[src/rtl/slot_fault_pkg.sv]
package slot_fault_pkg;
    localparam int RAIL_CNT   = 3;
    localparam int MAIN_RAILS = 2;

    // Flag positions inside the synchronizer bank
    localparam int FL_REQ_MAIN = 0;
    localparam int FL_REQ_AUX  = 1;
    localparam int FL_UV_LO    = 2;
    localparam int FL_OC_FAST  = FL_UV_LO + RAIL_CNT;
    localparam int FL_OC_SLOW  = FL_OC_FAST + 1;
    localparam int FL_SLOT_HOT = FL_OC_SLOW + 1;
    localparam int FL_CHIP_HOT = FL_SLOT_HOT + 1;
    localparam int FL_FORCE    = FL_CHIP_HOT + 1;
    localparam int FLAG_CNT    = FL_FORCE + 1;

    typedef struct packed {
        logic                fault;
        logic                pwr_good;
        logic [RAIL_CNT-1:0] rails;
    } slot_state_t;
endpackage

[src/rtl/flag_sync_bank.sv]
module flag_sync_bank #(
    parameter int WIDTH  = 10,
    parameter int STAGES = 2
) (
    input  logic             clk,
    input  logic             rst_n,
    input  logic [WIDTH-1:0] raw_i,
    output logic [WIDTH-1:0] sync_o
);
    for (genvar b = 0; b < WIDTH; b++) begin : g_bit
        logic [STAGES-1:0] chain_d;
        logic [STAGES-1:0] chain_q;

        always_comb begin
            chain_d = {chain_q[STAGES-2:0], raw_i[b]};
        end

        always_ff @(posedge clk or negedge rst_n) begin
            if (!rst_n) chain_q <= '0;
            else        chain_q <= chain_d;
        end

        assign sync_o[b] = chain_q[STAGES-1];
    end
endmodule

[src/rtl/slow_oc_filter.sv]
module slow_oc_filter #(
    parameter int LIMIT = 1000
) (
    input  logic clk,
    input  logic rst_n,
    input  logic trip_i,
    output logic expired_o
);
    localparam int CW = $clog2(LIMIT + 1);
    localparam logic [CW-1:0] LIMIT_V = CW'(LIMIT);

    logic [CW-1:0] cnt_d;
    logic [CW-1:0] cnt_q;

    always_comb begin
        cnt_d = cnt_q;
        if (!trip_i)              cnt_d = '0;
        else if (cnt_q < LIMIT_V) cnt_d = cnt_q + 1'b1;
    end

    always_ff @(posedge clk or negedge rst_n) begin
        if (!rst_n) cnt_q <= '0;
        else        cnt_q <= cnt_d;
    end

    assign expired_o = (cnt_q == LIMIT_V);
endmodule

[src/rtl/slot_fault_core.sv]
module slot_fault_core
    import slot_fault_pkg::*;
(
    input  logic                clk,
    input  logic                rst_n,
    input  logic                req_main_s,
    input  logic                req_aux_s,
    input  logic [RAIL_CNT-1:0] uv_s,
    input  logic                oc_fast_s,
    input  logic                oc_slow_s,
    input  logic                slot_hot_s,
    input  logic                chip_hot_s,
    input  logic                force_on_s,
    input  logic                force_inhibit,
    input  logic                slow_expired,
    output slot_state_t         state_o
);
    slot_state_t st_d;
    slot_state_t st_q;

    logic force_act;
    logic req_any;
    logic uv_any;
    logic trip;

    always_comb begin
        force_act = force_on_s & ~force_inhibit;
        req_any   = req_main_s | req_aux_s;
        uv_any    = |uv_s;
        trip      = uv_any | oc_fast_s | chip_hot_s
                  | (oc_slow_s & (slow_expired | slot_hot_s));
        st_d      = st_q;
        if (force_act) begin
            st_d.fault    = 1'b0;
            st_d.pwr_good = 1'b0;
            st_d.rails    = '1;
        end else begin
            st_d.fault = req_any & (st_q.fault | trip);
            for (int i = 0; i < RAIL_CNT; i++) begin
                st_d.rails[i] = ((i < MAIN_RAILS) ? req_main_s : req_aux_s) & ~st_d.fault;
            end
            st_d.pwr_good = (|st_d.rails) & ~st_d.fault & ~uv_any;
        end
    end

    always_ff @(posedge clk or negedge rst_n) begin
        if (!rst_n) st_q <= '0;
        else        st_q <= st_d;
    end

    assign state_o = st_q;
endmodule

[src/rtl/slot_fault_latch.sv]
module slot_fault_latch
    import slot_fault_pkg::*;
#(
    parameter int SLOW_FILT_CYCLES = 1000,
    parameter int SYNC_STAGES      = 2
) (
    input  logic                clk,
    input  logic                rst_n,
    input  logic                req_main_i,
    input  logic                req_aux_i,
    input  logic [RAIL_CNT-1:0] uv_i,
    input  logic                oc_fast_i,
    input  logic                oc_slow_i,
    input  logic                slot_hot_i,
    input  logic                chip_hot_i,
    input  logic                force_on_i,
    input  logic                force_inhibit_i,
    output logic                fault_o,
    output logic                pwr_good_o,
    output logic [RAIL_CNT-1:0] rail_en_o
);
    logic [FLAG_CNT-1:0] raw_flags;
    logic [FLAG_CNT-1:0] sync_flags;
    logic                slow_expired;
    slot_state_t         state;

    logic                req_any_s;
    logic                uv_any_s;
    logic [RAIL_CNT-1:0] uv_s;

    assign raw_flags = {force_on_i, chip_hot_i, slot_hot_i, oc_slow_i,
                        oc_fast_i, uv_i, req_aux_i, req_main_i};

    flag_sync_bank #(
        .WIDTH  (FLAG_CNT),
        .STAGES (SYNC_STAGES)
    ) u_sync (
        .clk    (clk),
        .rst_n  (rst_n),
        .raw_i  (raw_flags),
        .sync_o (sync_flags)
    );

    assign uv_s      = sync_flags[FL_UV_LO +: RAIL_CNT];
    assign uv_any_s  = |uv_s;
    assign req_any_s = sync_flags[FL_REQ_MAIN] | sync_flags[FL_REQ_AUX];

    slow_oc_filter #(
        .LIMIT     (SLOW_FILT_CYCLES)
    ) u_filt (
        .clk       (clk),
        .rst_n     (rst_n),
        .trip_i    (sync_flags[FL_OC_SLOW]),
        .expired_o (slow_expired)
    );

    slot_fault_core u_core (
        .clk           (clk),
        .rst_n         (rst_n),
        .req_main_s    (sync_flags[FL_REQ_MAIN]),
        .req_aux_s     (sync_flags[FL_REQ_AUX]),
        .uv_s          (uv_s),
        .oc_fast_s     (sync_flags[FL_OC_FAST]),
        .oc_slow_s     (sync_flags[FL_OC_SLOW]),
        .slot_hot_s    (sync_flags[FL_SLOT_HOT]),
        .chip_hot_s    (sync_flags[FL_CHIP_HOT]),
        .force_on_s    (sync_flags[FL_FORCE]),
        .force_inhibit (force_inhibit_i),
        .slow_expired  (slow_expired),
        .state_o       (state)
    );

    assign fault_o    = state.fault;
    assign pwr_good_o = state.pwr_good;
    assign rail_en_o  = state.rails;
endmodule

[config.mk]
export PLATFORM = sky130hd
export DESIGN_NAME = slot_fault_latch
export DESIGN_NICKNAME = d
export VERILOG_FILES = /design/src/rtl/slot_fault_pkg.sv /design/src/rtl/flag_sync_bank.sv /design/src/rtl/slow_oc_filter.sv /design/src/rtl/slot_fault_core.sv /design/src/rtl/slot_fault_latch.sv
export SDC_FILE = /design/constraint.sdc
export NUM_CORES = 1
export LEC_CHECK = 0
export BUFFER_PORTS_ARGS = -buffer_cell sky130_fd_sc_hd__buf_2
export CORE_AREA = 2 2 49 51
export CTS_BUF_LIST = sky130_fd_sc_hd__clkbuf_2 sky130_fd_sc_hd__clkbuf_4 sky130_fd_sc_hd__clkbuf_8
export CTS_CLUSTER_DIAMETER = 100
export CTS_CLUSTER_SIZE = 8
export DETAILED_ROUTE_END_ITERATION = 10
export DIE_AREA = 0 0 51 53
export GPL_TIMING_DRIVEN = 1
export HOLD_SLACK_MARGIN = 0.03
export PLACE_DENSITY = 0.82
export SLEW_MARGIN = 15
export SYNTH_ARGS = -nofsm -noshare
export SYNTH_HDL_FRONTEND = slang
export SYNTH_SLANG_ARGS = --single-unit
[constraint.sdc]
create_clock -name clk -period 2.7 [get_ports clk]
set_clock_uncertainty 0.15 [all_clocks]
set_input_delay 0.135 -clock clk [delete_from_list [all_inputs] [get_ports clk]]
set_output_delay 0.135 -clock clk [all_outputs]
set_load 0.02 [all_outputs]
==> flow_summary.json <==
{
  "core_area_sq_mm": 0.00215,
  "synth_edf_count": 0,
  "clkPwrFrac": 0.382,
  "drtIter0Drc": 18,
  "diodes": 0,
  "synth_ff_type": "dfrtp_1",
  "maxSlewHeadroom": 0.511,
  "synthAdderAreaFrac": 0.0196,
  "p_sw_w": 0.000197,
  "gr-usage-all-layers": 0.206,
  "muxShareOfSynthArea": 0,
  "syn2layout_area_growth_pct": 22.9,
  "clock_sinks": 34,
  "synthesis.nets": 112,
  "cp_cell_sequence": "ha_1, and2_1, o2111ai_1, or3_1, a21boi_1",
  "drt-total-wl_microns": 2250,
  "place_congestion": 0.814,
  "grt_antenna_before_repair": 0,
  "fp.dieH_microns": 53,
  "pre_cts_ws_ps": 1050,
  "dp_hpwl_microns": 1350,
  "period_share": 0.625,
  "root_buffer": "clkbuf_4",
  "synth_compound_area_frac": 0.0912,
  "clk_pin_slew_ps": 90,
  "synthArstFlopShare": 1.00,
  "power.internal_w": 0.000776,
  "max-vdd-ir-drop_uv": 577,
  "ys_seq_elements": 34,
  "vias": 816,
  "r2r-end": "u_filt.cnt_q[8]",
  "htreeDepth": 2,
  "numCtsBuffers": 5,
  "insertion_delay_ps": 330,
  "end_kind": "flop",
  "timing.final.hold_violations": 0,
  "hold_path_class": "reg -> reg",
  "power_density_mw_per_mm2": 620,
  "synth_warnings": 0,
  "synth.yosys.seq_area_share": 0.667,
  "cts_buffer_depth": 2,
  "io_pins": 18,
  "hold_end": "u_sync.g_bit[5].chain_q[1]",
  "p_leak_nw": 0.738,
  "synthDistinctLibCells": 32,
  "cpPeakStageDelay_ps": 440,
  "antenna_left": 0,
  "final_max_slew_viol_count": 0,
  "post_cts_resized": 0,
  "r2r_start": "u_filt.cnt_q[0]",
  "worstRegToRegCells": 5,
  "grt_pass1_wl_microns": 3750,
  "r2r_slack_ps": 1010,
  "synth_area_per_cell_sq_um": 13.2,
  "synth_area_sq_mm": 0.00128,
  "cts_setup_buffers": 0,
  "layout-drive-gt1-share": 0.238,
  "final_util": 0.730,
  "nets": 144,
  "wl_per_cell_microns": 14.2,
  "overflow": 0,
  "tightest_slew_ps": 734,
  "dieWidth_microns": 51,
  "yosys.area_share.simple": 0.149,
  "critPathRequiredTime_ps": 2800,
  "arrival_ps": 1790,
  "final.setup.tns_ps": 0,
  "cp_num_cells": 5,
  "yosys.area_share.xor_xnor": 0.0412,
  "swShare": 0.202,
  "synthCells": 97,
  "finalWorstSetupSlack_ps": 1010,
  "holdPathStages": 0,
  "die_area_sq_mm": 0.00270,
  "grt_max_degree": 35,
  "synth_top_family_by_area": "simple AND/OR/NAND/NOR gates",
  "grt_pass1_vias": 811,
  "rows": 17,
  "cts_tree": "built",
  "rsz0062_at_grt": "false",
  "fillers": 142,
  "via_per_inst": 5.16,
  "min_from": "u_sync.g_bit[5].chain_q[0]",
  "min_period_ps": 1690,
  "criticalPathCategory": "reg -> reg",
  "cp-start-kind": "flop",
  "cp_top_family": "simple AND/OR/NAND/NOR gates",
  "max_freq_mhz": 592,
  "setup_viol": 0,
  "start_util": 0.594,
  "firstDrtPassIters": 4,
  "status": "completed",
  "seqPwrFrac": 0.559,
  "final_common_cell": "dfrtp_1",
  "maxCapViolations": 0,
  "numPortBuffers": 17,
  "worstPathMaxFanout": 5,
  "critPathSlowestCell": "dfrtp_1",
  "drc": 0,
  "worstPathBufferInverterCount": 0,
  "layout_common_cells": "dfrtp_1, buf_2, dlygate4sd3_1",
  "combPwrFrac": 0.060
}
## metrics by stage
stage                     instance area, sq um  hold WS [ps]  cells  power [W]
after global placement                    1370          64.1    138   0.000594
after floorplan                           1280          -311     97   0.000573
final                                     1570           199    158   0.000973
after detailed placement                  1370          79.4    138   0.000598
after CTS                                 1570           206    158   0.000985
after global routing                      1570           216    158    0.00102
## cell type report
class                           instances  area [sq um]  area share
Clock buffer                            7          52.6      0.0335
Clock inverter                          1          30.0      0.0191
Inverter                                3          11.3     0.00718
Multi-Input combinational cell         56           384       0.245
Sequential cell                        34           851       0.542
Tap cell                               28          35.0      0.0223
Timing Repair Buffer                   29           205       0.131
## worst max-delay path by stage
stage / start / slack (ps) / endpoint
5_1_grt: u_filt.cnt_q[0] / 870 / u_filt.cnt_q[8]
3_3_place_gp: u_filt.cnt_q[0] / 1170 / u_filt.cnt_q[8]
3_5_place_dp: u_filt.cnt_q[0] / 1050 / u_filt.cnt_q[8]
2_1_floorplan: u_filt.cnt_q[0] / 1200 / u_filt.cnt_q[8]
4_1_cts: u_filt.cnt_q[0] / 1020 / u_filt.cnt_q[8]
6_report: u_filt.cnt_q[0] / 1010 / u_filt.cnt_q[8]
## synth_stat cells (2+ instances only)
cell       number  share of area
xnor2_1         5          0.034
o211ai_1        2          0.012
nor2_1          3         0.0088
inv_1           2         0.0059
buf_4           2          0.012
o21ai_0         2         0.0078
o2111ai_1       3          0.021
ha_1            2          0.020
a21o_1          2          0.012
a21boi_1        3          0.018
nor2b_1         2         0.0098
dfrtp_1        34           0.67
nand2_1         6          0.018
and3_2          2          0.012
nand3_1         4          0.016
and2_1          7          0.034
## power groups by stage
stage | Clock (W) | Combinational [W] | Sequential [W]
3_3_place_gp | 0 | 0.0000419 | 0.000552
5_1_grt | 0.000407 | 0.0000642 | 0.000547
4_1_cts | 0.000384 | 0.0000574 | 0.000544
3_5_place_dp | 0 | 0.0000438 | 0.000554
2_1_floorplan | 0 | 0.0000208 | 0.000552
6_report | 0.000371 | 0.0000579 | 0.000544
## routing by layer
| layer | wire length (microns) | vias up | GRT usage |
|---|---|---|---|
| met4 | 31 | 0 | 0.108 |
| met2 | 1150 | 18 | 0.338 |
| met5 | 0 | - | 0 |
| li1 | - | 399 | - |
| met1 | 977 | 395 | 0.236 |
| met3 | 92 | 4 | 0.0763 |
## logic make-up (layout without fill, tap and decap cells)
logic type / Yosys count / count (layout)
DFF: 34 / 34
AOI/OAI and AO/OA: 16 / 16
and+or+nand+nor: 32 / 32
xor gates and xnor gates: 6 / 6
buffers and inverters: 7 / 40
adders and majority gates: 2 / 2
## registers in the layout (all words and copies together), names as in the netlist
register and flops:
u_core.state_o 4, u_sync.g_bit.chain_q 20, u_filt.cnt_q 10
## repair_timing
item	CTS	global route
hold endpoints to repair	46	0
setup endpoints to repair	0	0
hold buffers	12	0
No activity file was read; power rests on OpenSTA's default activity.
